[config.mk]
export PLATFORM = sky130hd
export DESIGN_NAME = priv_trap_ctrl
export DESIGN_NICKNAME = d
export VERILOG_FILES = /design/src/rtl/priv_trap_pkg.sv /design/src/rtl/priv_csr_filter.sv /design/src/rtl/priv_stack.sv /design/src/rtl/trap_vec_gen.sv /design/src/rtl/priv_trap_ctrl.sv
export SDC_FILE = /design/constraint.sdc
export NUM_CORES = 1
export LEC_CHECK = 0
export BUFFER_PORTS_ARGS = -buffer_cell sky130_fd_sc_hd__buf_2
export CAP_MARGIN = 0
export CORE_UTILIZATION = 42
export DETAILED_ROUTE_END_ITERATION = 12
export PLACE_DENSITY = 0.8
export SYNTH_ARGS = -nofsm -noshare
export SYNTH_HDL_FRONTEND = slang
export SYNTH_SLANG_ARGS = --single-unit
[constraint.sdc]
create_clock -name clk_i -period 1.3 [get_ports clk_i]
set_input_delay 0.26 -clock clk_i [delete_from_list [all_inputs] [get_ports clk_i]]
set_output_delay 0.26 -clock clk_i [all_outputs]
set_load 0.01 [all_outputs]
[src/rtl/priv_trap_pkg.sv]
package priv_trap_pkg;

  typedef enum logic [1:0] {
    PL_USER    = 2'd0,
    PL_SUPER   = 2'd1,
    PL_RSVD    = 2'd2,
    PL_MACHINE = 2'd3
  } priv_lvl_e;

  // One stack frame: enable above privilege, three bits total
  typedef struct packed {
    logic       ien;
    logic [1:0] lvl;
  } frame_t;

  localparam int unsigned FRAME_W = 3;
  localparam logic [1:0] STATE_DIRTY = 2'b11;

  function automatic logic lvl_legal(logic [1:0] v);
    return v != PL_RSVD;
  endfunction

endpackage

[src/rtl/priv_csr_filter.sv]
module priv_csr_filter
  import priv_trap_pkg::*;
#(
  parameter int unsigned XLEN  = 32,
  parameter int unsigned DEPTH = 3,
  parameter int unsigned VM_W  = 5
) (
  input  logic [XLEN-1:0]        wdata_i,
  input  frame_t [DEPTH-1:0]     frames_i,
  output frame_t [DEPTH-1:0]     frames_o,
  output logic                   mprv_o,
  output logic [1:0]             fs_o,
  output logic [1:0]             xs_o,
  output logic [VM_W-1:0]        vm_o
);
  localparam int unsigned MPRV_B = FRAME_W * DEPTH;
  localparam int unsigned FS_LO  = MPRV_B + 1;
  localparam int unsigned XS_LO  = MPRV_B + 3;
  localparam int unsigned VM_LO  = MPRV_B + 5;
  localparam int unsigned USED   = VM_LO + VM_W;

  for (genvar g = 0; g < DEPTH; g++) begin : g_frame
    frame_t wr;
    assign wr = frame_t'(wdata_i[FRAME_W*g +: FRAME_W]);
    assign frames_o[g].ien = wr.ien;
    assign frames_o[g].lvl = lvl_legal(wr.lvl) ? wr.lvl : frames_i[g].lvl;
  end

  assign mprv_o = wdata_i[MPRV_B];
  assign fs_o   = wdata_i[FS_LO +: 2];
  assign xs_o   = wdata_i[XS_LO +: 2];
  assign vm_o   = wdata_i[VM_LO +: VM_W];

  // Read-only and reserved bits of the write value are dropped
  logic unused_hi;
  assign unused_hi = ^wdata_i[XLEN-1:USED];

endmodule

[src/rtl/priv_stack.sv]
module priv_stack
  import priv_trap_pkg::*;
#(
  parameter int unsigned DEPTH = 3,
  parameter int unsigned VM_W  = 5
) (
  input  logic               clk_i,
  input  logic               rst_ni,
  input  logic               trap_i,
  input  logic               ret_i,
  input  logic               csr_we_i,
  input  frame_t [DEPTH-1:0] wr_frames_i,
  input  logic               wr_mprv_i,
  input  logic [1:0]         wr_fs_i,
  input  logic [1:0]         wr_xs_i,
  input  logic [VM_W-1:0]    wr_vm_i,
  output frame_t [DEPTH-1:0] frames_o,
  output logic               mprv_o,
  output logic [1:0]         fs_o,
  output logic [1:0]         xs_o,
  output logic [VM_W-1:0]    vm_o
);
  frame_t [DEPTH-1:0] push_nxt, pop_nxt;
  logic do_push, do_pop, do_wr;

  // Trap over return over status write
  assign do_push = trap_i;
  assign do_pop  = ret_i & ~trap_i;
  assign do_wr   = csr_we_i & ~trap_i & ~ret_i;

  always_comb begin
    push_nxt[0] = '{ien: 1'b0, lvl: PL_MACHINE};
    for (int i = 1; i < DEPTH; i++) push_nxt[i] = frames_o[i-1];
    for (int i = 0; i < DEPTH - 1; i++) pop_nxt[i] = frames_o[i+1];
    pop_nxt[DEPTH-1] = '{ien: 1'b1, lvl: PL_USER};
  end

  always_ff @(posedge clk_i or negedge rst_ni) begin
    if (!rst_ni) begin
      frames_o[0] <= '{ien: 1'b0, lvl: PL_MACHINE};
      for (int i = 1; i < DEPTH; i++) frames_o[i] <= '{ien: 1'b0, lvl: PL_SUPER};
      mprv_o <= 1'b0;
      fs_o   <= '0;
      xs_o   <= '0;
      vm_o   <= '0;
    end else if (do_push) begin
      frames_o <= push_nxt;
      mprv_o   <= 1'b0;
    end else if (do_pop) begin
      frames_o <= pop_nxt;
    end else if (do_wr) begin
      frames_o <= wr_frames_i;
      mprv_o   <= wr_mprv_i;
      fs_o     <= wr_fs_i;
      xs_o     <= wr_xs_i;
      vm_o     <= wr_vm_i;
    end
  end

endmodule

[src/rtl/trap_vec_gen.sv]
module trap_vec_gen #(
  parameter int unsigned     XLEN      = 32,
  parameter int unsigned     CAUSE_W   = 5,
  parameter logic [XLEN-1:0] VEC_BASE  = 'h100,
  parameter int unsigned     VEC_STEP  = 'h40,
  parameter int unsigned     BOOT_OFF  = 'h100
) (
  input  logic               clk_i,
  input  logic               rst_ni,
  input  logic               trap_i,
  input  logic [1:0]         cur_lvl_i,
  input  logic [CAUSE_W-1:0] cause_i,
  input  logic [XLEN-1:0]    epc_i,
  output logic [XLEN-1:0]    trap_pc_o,
  output logic [CAUSE_W-1:0] cause_o,
  output logic [XLEN-1:0]    epc_o
);
  localparam logic [XLEN-1:0] BOOT_PC = VEC_BASE + XLEN'(BOOT_OFF);

  logic [XLEN-1:0] vec_nxt;
  assign vec_nxt = VEC_BASE + XLEN'(cur_lvl_i) * XLEN'(VEC_STEP);

  always_ff @(posedge clk_i or negedge rst_ni) begin
    if (!rst_ni) begin
      trap_pc_o <= BOOT_PC;
      cause_o   <= '0;
      epc_o     <= '0;
    end else if (trap_i) begin
      trap_pc_o <= vec_nxt;
      cause_o   <= cause_i;
      epc_o     <= epc_i;
    end
  end

endmodule

[src/rtl/priv_trap_ctrl.sv]
module priv_trap_ctrl
  import priv_trap_pkg::*;
#(
  parameter int unsigned     XLEN     = 32,
  parameter int unsigned     DEPTH    = 3,
  parameter int unsigned     VM_W     = 5,
  parameter int unsigned     CAUSE_W  = 5,
  parameter logic [XLEN-1:0] VEC_BASE = 'h100,
  parameter int unsigned     VEC_STEP = 'h40
) (
  input  logic               clk_i,
  input  logic               rst_ni,
  input  logic               trap_i,
  input  logic [CAUSE_W-1:0] trap_cause_i,
  input  logic [XLEN-1:0]    trap_epc_i,
  input  logic               ret_i,
  input  logic               csr_we_i,
  input  logic [XLEN-1:0]    csr_wdata_i,
  output logic [1:0]         priv_o,
  output logic               gie_o,
  output logic [XLEN-1:0]    trap_pc_o,
  output logic [CAUSE_W-1:0] cause_o,
  output logic [XLEN-1:0]    epc_o,
  output logic [XLEN-1:0]    status_o
);
  localparam int unsigned MPRV_B = FRAME_W * DEPTH;
  localparam int unsigned FS_LO  = MPRV_B + 1;
  localparam int unsigned XS_LO  = MPRV_B + 3;
  localparam int unsigned VM_LO  = MPRV_B + 5;
  localparam int unsigned USED   = VM_LO + VM_W;

  frame_t [DEPTH-1:0] frames, wr_frames;
  logic               mprv, wr_mprv;
  logic [1:0]         fs, xs, wr_fs, wr_xs;
  logic [VM_W-1:0]    vm, wr_vm;

  priv_csr_filter #(.XLEN(XLEN), .DEPTH(DEPTH), .VM_W(VM_W)) u_filter (
    .wdata_i  (csr_wdata_i),
    .frames_i (frames),
    .frames_o (wr_frames),
    .mprv_o   (wr_mprv),
    .fs_o     (wr_fs),
    .xs_o     (wr_xs),
    .vm_o     (wr_vm)
  );

  priv_stack #(.DEPTH(DEPTH), .VM_W(VM_W)) u_stack (
    .clk_i       (clk_i),
    .rst_ni      (rst_ni),
    .trap_i      (trap_i),
    .ret_i       (ret_i),
    .csr_we_i    (csr_we_i),
    .wr_frames_i (wr_frames),
    .wr_mprv_i   (wr_mprv),
    .wr_fs_i     (wr_fs),
    .wr_xs_i     (wr_xs),
    .wr_vm_i     (wr_vm),
    .frames_o    (frames),
    .mprv_o      (mprv),
    .fs_o        (fs),
    .xs_o        (xs),
    .vm_o        (vm)
  );

  trap_vec_gen #(
    .XLEN(XLEN), .CAUSE_W(CAUSE_W), .VEC_BASE(VEC_BASE), .VEC_STEP(VEC_STEP)
  ) u_vec (
    .clk_i     (clk_i),
    .rst_ni    (rst_ni),
    .trap_i    (trap_i),
    .cur_lvl_i (frames[0].lvl),
    .cause_i   (trap_cause_i),
    .epc_i     (trap_epc_i),
    .trap_pc_o (trap_pc_o),
    .cause_o   (cause_o),
    .epc_o     (epc_o)
  );

  assign priv_o = frames[0].lvl;
  assign gie_o  = frames[0].ien;

  always_comb begin
    status_o = '0;
    status_o[MPRV_B - 1:0]  = frames;
    status_o[MPRV_B]        = mprv;
    status_o[FS_LO +: 2]    = fs;
    status_o[XS_LO +: 2]    = xs;
    status_o[VM_LO +: VM_W] = vm;
    status_o[XLEN-1]        = (fs == STATE_DIRTY) | (xs == STATE_DIRTY);
  end

endmodule

# After elaboration in Yosys (flattened, before gate mapping)
# Index checks and enable logic that the tools add are counted.
[totals] ff_bits=88 word_cells=46
[op_classes] n_bitwise=7 mux=9 n_eq_ne=6 add_sub_neg=1 n_reduce_logical=10
[ops] operator="$mux W9" n=3
[ops] operator="$reduce_bool A3 Y1" n=4
[ops] operator="$add A9 B8 Y10 const A" n=1
[ops] operator="$ne A2 B2 Y1 const B" n=4
[ops] operator="$reduce_and A2 Y1" n=4
[ops] operator="$mux W2" n=3
[ops] operator="$eq A2 B2 Y1 const B" n=2
[ops] operator="$and A1 B1 Y1" n=3
[ops] operator="$mux W1" n=3
[ops] operator="$not A1 Y1" n=3
[ops] operator="$reduce_and A3 Y1" n=1
[ops] operator="$reduce_bool A2 Y1" n=1
[ops] operator="$or A1 B1 Y1" n=1

# Depth between registers and ports, before layout
# Gate-level depths: netlist of run 1.
[logic_depth] word_depth=6 ltp_mapped=5 ltp_nobuf=3

# Hierarchy
# Synthesis of run 1 repeated with hierarchy kept, for this count alone.
[unflattened] hier_cells=218 hier_area_um2=3084.2
[modules_own_cells] mod="trap_vec_gen" area_each_um2=1926.8 cells_per_inst=116 n_inst=1 seq_area_each_um2=1027.2
[modules_own_cells] mod="priv_stack" area_each_um2=882.1 cells_per_inst=65 n_inst=1 seq_area_each_um2=480.5
[modules_own_cells] mod="priv_csr_filter" area_each_um2=142.6 cells_per_inst=19 n_inst=1 seq_area_each_um2=0.0
[modules_own_cells] mod="priv_trap_ctrl" area_each_um2=132.6 cells_per_inst=18 n_inst=1 seq_area_each_um2=0.0

# Least setup slack after synthesis of run 1
# OpenSTA, ideal clock, no wires.
[synth_path] kind="in2reg" start="input port trap_i" end="register u_vec.cause_o[0]" setup_ps=125 stages=4 arrival_time_ps=996 path_buffers=3 path_slack_ps=179 path_cell_list="buf_6 > buf_6 > buf_2 > mux2_2"
[synth_rtl] item="start: declaration" line_no="priv_trap_ctrl.sv:13" source="input logic trap_i,"
[synth_rtl] item="end signal: assignment" line_no="trap_vec_gen.sv:30" source="cause_o <= cause_i;"
[synth_rtl] item="end: declaration" line_no="trap_vec_gen.sv:15" source="output logic [CAUSE_W-1:0] cause_o,"
# No word-level cell between the ends.

# Final worst setup path of run 1
[layout_path] start="register u_stack.fs_o[0]" end="output port status_o[31]"
[layout_via] elab_chain_len=2
[layout_rtl] item="start: declaration" line_no="priv_stack.sv:19" source="output logic [1:0] fs_o,"
[layout_rtl] item="start signal: assignment" line_no="priv_stack.sv:54" source="fs_o <= wr_fs_i;"
[layout_rtl] item="$eq A2 B2 Y1" line_no="priv_trap_ctrl.sv:89" source="status_o[XLEN-1] = (fs == STATE_DIRTY) | (xs == STATE_DIRTY);"
[layout_rtl] item="$or A1 B1 Y1" line_no="priv_trap_ctrl.sv:89"
[layout_rtl] item="end: declaration" line_no="priv_trap_ctrl.sv:24" source="output logic [XLEN-1:0] status_o"
# Every way passes these cells.

==> metrics.md, run 1 <==
| Metric | Value |
|---|---|
| Dominant delay contributor by cell family on the critical path | `flip-flops` |
| Largest net degree at the start of global routing | `61` |
| Max-slew violations | `0` |
| Initial antenna violation count | `0` |
| Commonest non-fill, non-tap cells in the layout | `sky130_fd_sc_hd__buf_2, sky130_fd_sc_hd__dfrtp_1, sky130_fd_sc_hd__mux2_2` |
| WL/cell | `12.85 µm` |
| Most common library cell in the layout ignoring fill and taps | `sky130_fd_sc_hd__buf_2` |
| Number of failing setup endpoints in the final timing report | `1` |
| Power density over the cells | `1276 nW/µm²` |
| YS warnings | `0` |
| Core Footprint | `6350 µm²` |
| Final Hold Viols | `0` |
| Core occupancy in the finished layout | `0.5604` |
| Syn-to-layout area delta | `28.40%` |
| Clock latency reported for the late side of the worst-skew pair | `0.32 ns` |
| Req. time, crit path | `1.04 ns` |
| FP Rows | `29` |
| Clock Root Buffer | `sky130_fd_sc_hd__clkbuf_8` |
| WL met1 | `2155 µm` |
| Post-synthesis adder-cell area fraction | `0` |
| Area share of xor/xnor cells in the synthesized design | `0` |
| Pre-antenna DRT Iters | `6` |
| Max-cap check violation count | `0` |
| Share of layout cells above drive strength 1 | `0.5886` |
| Count of vias placed by the detailed router | `1,984` |
| Worst clock skew on the final layout | `0.004287 ns` |
| Maximum buffer depth of the clock tree | `2` |
| FF+latch count, synth | `60` |
| Deepest level of the CTS H-tree | `3` |
| Slowest Stage Delay on Critical Path | `0.39 ns` |
| Filler cell count in the final layout | `546` |
| Critical path start-end classification | `reg -> out` |
| Number of I/O port buffers | `124` |
| Cell count after placement | `407` |
| Width of the chip | `83.23 µm` |
| Kind of start point of the critical path | `flip-flop` |
| Unrepaired setup endpoints after global routing | `true` |
| Failing checks | `negative setup slack` |
| Area of the mapped netlist | `2771 µm²` |
| Clock tree from TritonCTS | `yes` |
| Clock transition at path regs | `0.07 ns` |
| HPWL after DPL | `4061 µm` |
| Combined area of the multi-input logic cells | `1015 µm²` |
| Bufs and invs on worst path | `1` |
| Initial Util | `0.4365` |
| CP Capture Type | `output port` |
| Final-layout worst hold slack | `0.1671 ns` |
| Die height | `83.23 µm` |
| Ant. Diodes | `0` |
| Outcome | `finished with violations` |
| Vias per cell | `4.646` |
| Routability congestion estimate | `0.7094` |
| Overall overflow remaining after global route | `0` |
| Multiplexer area fraction after synthesis | `0.2135` |
| Sequential element share of the synthesized area | `0.5440` |
| Shortest clock period the worst path allows after layout | `1.326 ns` |
| Area of the die | `6927 µm²` |
| Cell variety after synth | `30` |
| Post-route cell area | `3558 µm²` |
| Synth Area in Compound Gates | `0.04650` |
| Lkg Pwr | `1.798 nW` |
| Tot Pwr | `4.539 mW` |
| Number of clock sinks seen by CTS | `60` |
| Mapped Cells | `212` |
| Worst vdd ir | `1.064 mV` |
| Instance area after placement | `3332 µm²` |
| I/O pin count | `178` |
| Met2 WL | `2800 µm` |
| Critical path peak fanout | `2` |
| Worst Setup Slack post-DPL | `-0.01978 ns` |
| Class of the tightest hold or removal check | `in -> reg` |
| Simple-gate area share of the yosys netlist | `0.05192` |
| Met3 wire len | `503 µm` |
| Sequential cell area in the final layout | `1508 µm²` |
| Min setup slack post-route | `-0.02647 ns` |
| Number of buffers inserted during clock tree synthesis | `9` |
| Top sig layer | `met4` |
| Total Routing Usage GR | `0.1643` |
| Total negative slack | `-0.02647 ns` |
| Post-detailed-routing wire length | `5487 µm` |
| Post-route ant nets | `0` |
| Total Nets Final | `419` |
| Maximum clock frequency | `753.9 MHz` |
| Number of global-route vias before repair | `1,996` |
| Detailed Route Iter0 Violations | `61` |
| Wire length of the first global-routing pass | `8914 µm` |
| Largest family of logic cells by synthesized area | `multiplexers` |
| Cell-by-cell trace of the critical path | `a22o_1, buf_2` |
| Cell with the largest stage delay on the worst path | `sky130_fd_sc_hd__dfrtp_1` |
| WP data arrival | `1.07 ns` |
| Post-route non-filler standard cell count | `427` |
| Post-route DRC | `0` |
| Avg Cell Area, Syn | `13.07 µm²` |
| Tcrit/Tclk final | `1.020` |
## final timing paths
kind / start / to / slack (ns) / depth (start not counted)
max: u_stack.fs_o[0]$_DFFE_PN0P_ / status_o[31] / -0.03 / 2
min: trap_epc_i[21] / u_vec.epc_o[21]$_DFFE_PN0P_ / 0.17 / 2
max reg2reg: u_stack.frames_o[0]$_DFFE_PN1P_ / u_stack.frames_o[3]$_DFFE_PN1P_ / 0.24 / 3
min reg2reg: u_vec.trap_pc_o[8]$_DFFE_PN0P_ / u_vec.trap_pc_o[8]$_DFFE_PN0P_ / 0.47 / 1
max in group asynchronous: rst_ni / u_vec.trap_pc_o[9]$_DFFE_PN1P_ / 0.52 / 3
min in group asynchronous: rst_ni / u_stack.vm_o[0]$_DFFE_PN0P_ / 0.45 / 3
## report_power, final
part           leakage [nW]  switching, mW  internal (mW)
registers             0.697          0.122           2.09
clock network        0.0889          0.688          0.730
logic                  1.01          0.450          0.463
## flip-flops by register name (all words and copies together) (netlist names)
signal	count
u_vec.epc_o	32
u_stack.frames_o	9
u_stack.vm_o	5
u_vec.cause_o	5
u_vec.trap_pc_o	4
u_stack.fs_o	2
u_stack.xs_o	2
u_stack.mprv_o	1
## timing repair
| action | CTS | global route |
|---|---|---|
| hold endpoints to repair | 55 | 0 |
| cloned | 0 | 0 |
| setup buffers | 2 | 1 |
| gates resized for setup | 0 | 6 |
| hold buffers | 1 | 0 |
| setup endpoints to repair | 3 | 7 |
## cell families after synthesis
family / after synthesis
AO/OA/AOI/OAI: 19
buffers and inverters: 55
flip-flops: 60
multiplexers: 53
other: 1
AND/OR/NAND/NOR: 24
## Yosys cell counts
library cell | instances | share of area
sky130_fd_sc_hd__dfrtp_1 | 55 | 0.50
sky130_fd_sc_hd__mux2_2 | 49 | 0.20
sky130_fd_sc_hd__buf_4 | 44 | 0.12
sky130_fd_sc_hd__buf_2 | 7 | 0.013
sky130_fd_sc_hd__nand2b_1 | 6 | 0.014
sky130_fd_sc_hd__a21oi_1 | 5 | 0.0090
sky130_fd_sc_hd__dfstp_2 | 5 | 0.047
sky130_fd_sc_hd__mux2i_1 | 4 | 0.014
sky130_fd_sc_hd__nand2_1 | 4 | 0.0054
sky130_fd_sc_hd__a2111oi_0 | 3 | 0.0095
sky130_fd_sc_hd__nor2_1 | 3 | 0.0041
sky130_fd_sc_hd__nor2b_1 | 3 | 0.0068
sky130_fd_sc_hd__o21ai_0 | 3 | 0.0054
sky130_fd_sc_hd__a211oi_1 | 2 | 0.0054
sky130_fd_sc_hd__buf_6 | 2 | 0.0081
sky130_fd_sc_hd__inv_1 | 2 | 0.0027
sky130_fd_sc_hd__nor3b_1 | 2 | 0.0054
sky130_fd_sc_hd__a211o_1 | 1 | 0.0032
sky130_fd_sc_hd__a221oi_1 | 1 | 0.0032
sky130_fd_sc_hd__a22o_1 | 1 | 0.0032
sky130_fd_sc_hd__a22oi_1 | 1 | 0.0027
sky130_fd_sc_hd__a31oi_1 | 1 | 0.0023
sky130_fd_sc_hd__and3b_1 | 1 | 0.0032
sky130_fd_sc_hd__conb_1 | 1 | 0.0014
sky130_fd_sc_hd__nor2_4 | 1 | 0.0041
sky130_fd_sc_hd__nor3_1 | 1 | 0.0018
sky130_fd_sc_hd__o21bai_1 | 1 | 0.0027
sky130_fd_sc_hd__or2_2 | 1 | 0.0023
sky130_fd_sc_hd__or3_1 | 1 | 0.0023
sky130_fd_sc_hd__or3b_1 | 1 | 0.0032
## routing by layer
metal,vias to the layer above,global-route usage
met4,0,0.05172
met1,968,0.1826
met3,2,0.07356
met2,102,0.2809
met5,-,0
li1,912,-
## cell type report
| class | instances | area share |
|---|---|---|
| clock buffers | 11 | 0.03973 |
| repair buffers | 136 | 0.2145 |
| multi-input cells | 136 | 0.2852 |
| flip-flops and latches | 60 | 0.4237 |
| inverters | 2 | 0.002110 |
| clock inverters | 5 | 0.007736 |
| well taps | 77 | 0.02707 |
No activity file was read; power rests on OpenSTA's default activity.
==> run 2: changes to the inputs <==
--- a/config.mk
+++ b/config.mk
@@ -10,6 +10,7 @@
 export CORE_UTILIZATION = 42
 export DETAILED_ROUTE_END_ITERATION = 12
 export PLACE_DENSITY = 0.8
+export SKIP_CTS_REPAIR_TIMING = 1
 export SYNTH_ARGS = -nofsm -noshare
 export SYNTH_HDL_FRONTEND = slang
 export SYNTH_SLANG_ARGS = --single-unit
==> metrics.md, run 2 (synthesized netlist as in run 1, its figures left out) <==
| Metric | Value |
|---|---|
| CP Capture Type | `output port (unchanged)` |
| Total Nets Final | `418 (was 419)` |
| WP data arrival | `1.07 ns (about the same)` |
| HPWL after DPL | `4061 µm (unchanged)` |
| Post-detailed-routing wire length | `5440 µm (was 5487 µm)` |
| Clock transition at path regs | `0.07 ns (about the same)` |
| Wire length of the first global-routing pass | `8769 µm (was 8914 µm)` |
| Routability congestion estimate | `0.7094 (unchanged)` |
| Syn-to-layout area delta | `28.13% (was 28.40%)` |
| Total Routing Usage GR | `0.1612 (was 0.1643)` |
| Vias per cell | `4.676 (was 4.646)` |
| Area of the die | `6927 µm² (unchanged)` |
| Maximum buffer depth of the clock tree | `2 (unchanged)` |
| Clock Root Buffer | `sky130_fd_sc_hd__clkbuf_8 (unchanged)` |
| Clock latency reported for the late side of the worst-skew pair | `0.32 ns (about the same)` |
| Post-route ant nets | `0 (unchanged)` |
| Critical path peak fanout | `3 (was 2)` |
| Core Footprint | `6350 µm² (unchanged)` |
| Biggest regs | `u_vec.epc_o (32), u_stack.frames_o (9) (unchanged)` |
| Number of failing setup endpoints in the final timing report | `3 (was 1)` |
| Width of the chip | `83.23 µm (unchanged)` |
| Clock tree from TritonCTS | `yes (unchanged)` |
| Power density over the cells | `1276 nW/µm² (about the same)` |
| Worst Setup Slack post-DPL | `-0.01978 ns (unchanged)` |
| Worst vdd ir | `1.063 mV (was 1.064 mV)` |
| Register-to-register setup slack | `0.24 ns (about the same)` |
| Initial Util | `0.4365 (unchanged)` |
| I/O pin count | `178 (unchanged)` |
| Initial antenna violation count | `0 (unchanged)` |
| Unrepaired setup endpoints after global routing | `true (unchanged)` |
| Min setup slack post-route | `-0.03069 ns (was -0.02647 ns)` |
| Share of layout cells above drive strength 1 | `0.5874 (was 0.5886)` |
| Overall overflow remaining after global route | `0 (unchanged)` |
| Max-cap check violation count | `0 (unchanged)` |
| Number of flip-flops in the largest register | `32 (unchanged)` |
| Post-route DRC | `0 (unchanged)` |
| Failing checks | `negative setup slack (unchanged)` |
| Number of buffers inserted during clock tree synthesis | `9 (unchanged)` |
| Worst clock skew on the final layout | `0.003629 ns (was 0.004287 ns)` |
| Number of I/O port buffers | `124 (unchanged)` |
| Ant. Diodes | `0 (unchanged)` |
| Register with the most flip-flops | `u_vec.epc_o (unchanged)` |
| Detailed Route Iter0 Violations | `73 (was 61)` |
| Req. time, crit path | `1.04 ns (about the same)` |
| Final Hold Viols | `0 (unchanged)` |
| Number of clock sinks seen by CTS | `60 (unchanged)` |
| WL/cell | `12.77 µm (was 12.85 µm)` |
| Tot Pwr | `4.531 mW (was 4.539 mW)` |
| Worst Reg-to-Reg Cells | `3 (unchanged)` |
| Largest net degree at the start of global routing | `61 (unchanged)` |
| Tcrit/Tclk final | `1.024 (was 1.020)` |
| Critical path start-end classification | `reg -> out (unchanged)` |
| Pre-antenna DRT Iters | `4 (was 6)` |
| Commonest non-fill, non-tap cells in the layout | `sky130_fd_sc_hd__buf_2, sky130_fd_sc_hd__dfrtp_1, sky130_fd_sc_hd__mux2_2 (unchanged)` |
| Number of global-route vias before repair | `1,971 (was 1,996)` |
| Kind of start point of the critical path | `flip-flop (unchanged)` |
| Max-slew violations | `0 (unchanged)` |
| Outcome | `finished with violations (unchanged)` |
| Count of vias placed by the detailed router | `1,992 (was 1,984)` |
| Die height | `83.23 µm (unchanged)` |
| Number of stages on the worst hold path | `2 (unchanged)` |
| Shortest clock period the worst path allows after layout | `1.331 ns (was 1.326 ns)` |
| FP Rows | `29 (unchanged)` |
| Most common library cell in the layout ignoring fill and taps | `sky130_fd_sc_hd__buf_2 (unchanged)` |
| Maximum clock frequency | `751.5 MHz (was 753.9 MHz)` |
| Deepest level of the CTS H-tree | `3 (unchanged)` |
| Class of the tightest hold or removal check | `in -> reg (unchanged)` |
| Lkg Pwr | `1.793 nW (was 1.798 nW)` |
run 2: worst paths after layout:
path                                                  from                               to
hold reg to reg             u_vec.trap_pc_o[8]$_DFFE_PN0P_   u_vec.trap_pc_o[8]$_DFFE_PN0P_
setup reg to reg           u_stack.frames_o[6]$_DFFE_PN1P_  u_stack.frames_o[3]$_DFFE_PN1P_
setup / recovery               u_stack.fs_o[1]$_DFFE_PN0P_                     status_o[31]
hold / removal                              trap_epc_i[21]      u_vec.epc_o[21]$_DFFE_PN0P_
min in group asynchronous                           rst_ni      u_stack.vm_o[0]$_DFFE_PN0P_
max in group asynchronous                           rst_ni   u_vec.trap_pc_o[9]$_DFFE_PN1P_
run 2: power by group:
group	internal, mW	total, mW	switching, mW	leakage (nW)
registers	2.09	2.21	0.124	0.697
clock network	0.730	1.42	0.690	0.0889
logic	0.456	0.900	0.444	1.01
run 2: final cells by class:
type,instances,area [µm²]
Fill cell,550,2799
Sequential cell,60,1508
Multi-Input combinational cell,136,1015
Timing Repair Buffer,135,755.7
Clock buffer,11,141.4
Tap cell,77,96.34
Clock inverter,5,27.53
Inverter,2,7.507
run 2: metrics by stage:
step / utilization / hold slack (ns) / area, µm² / instances / TNS, ns
after floorplan: - / -0.03559 / 2918 / 251 / 0
after global placement: 0.5247 / 0.2903 / 3332 / 407 / 0
after detailed placement: 0.5247 / 0.2910 / 3332 / 407 / -0.08965
after CTS: 0.5513 / -0.06612 / 3501 / 423 / -0.1530
after global routing: 0.5592 / 0.1481 / 3551 / 426 / -0.2389
final: 0.5592 / 0.1639 / 3551 / 426 / -0.08368
run 2: worst max-delay path: stages (launching register included):
cell and delay, ns:
sky130_fd_sc_hd__dfrtp_1 0.39, sky130_fd_sc_hd__a22o_1 0.22, sky130_fd_sc_hd__buf_2 0.13
run 2: routing by layer:
metal  vias up  part of all wire  track usage
met4         0             0.011      0.05172
li1        912                 -            -
met5         -                 0            0
met2       105              0.50       0.2742
met1       969              0.39       0.1799
met3         6             0.094      0.07256
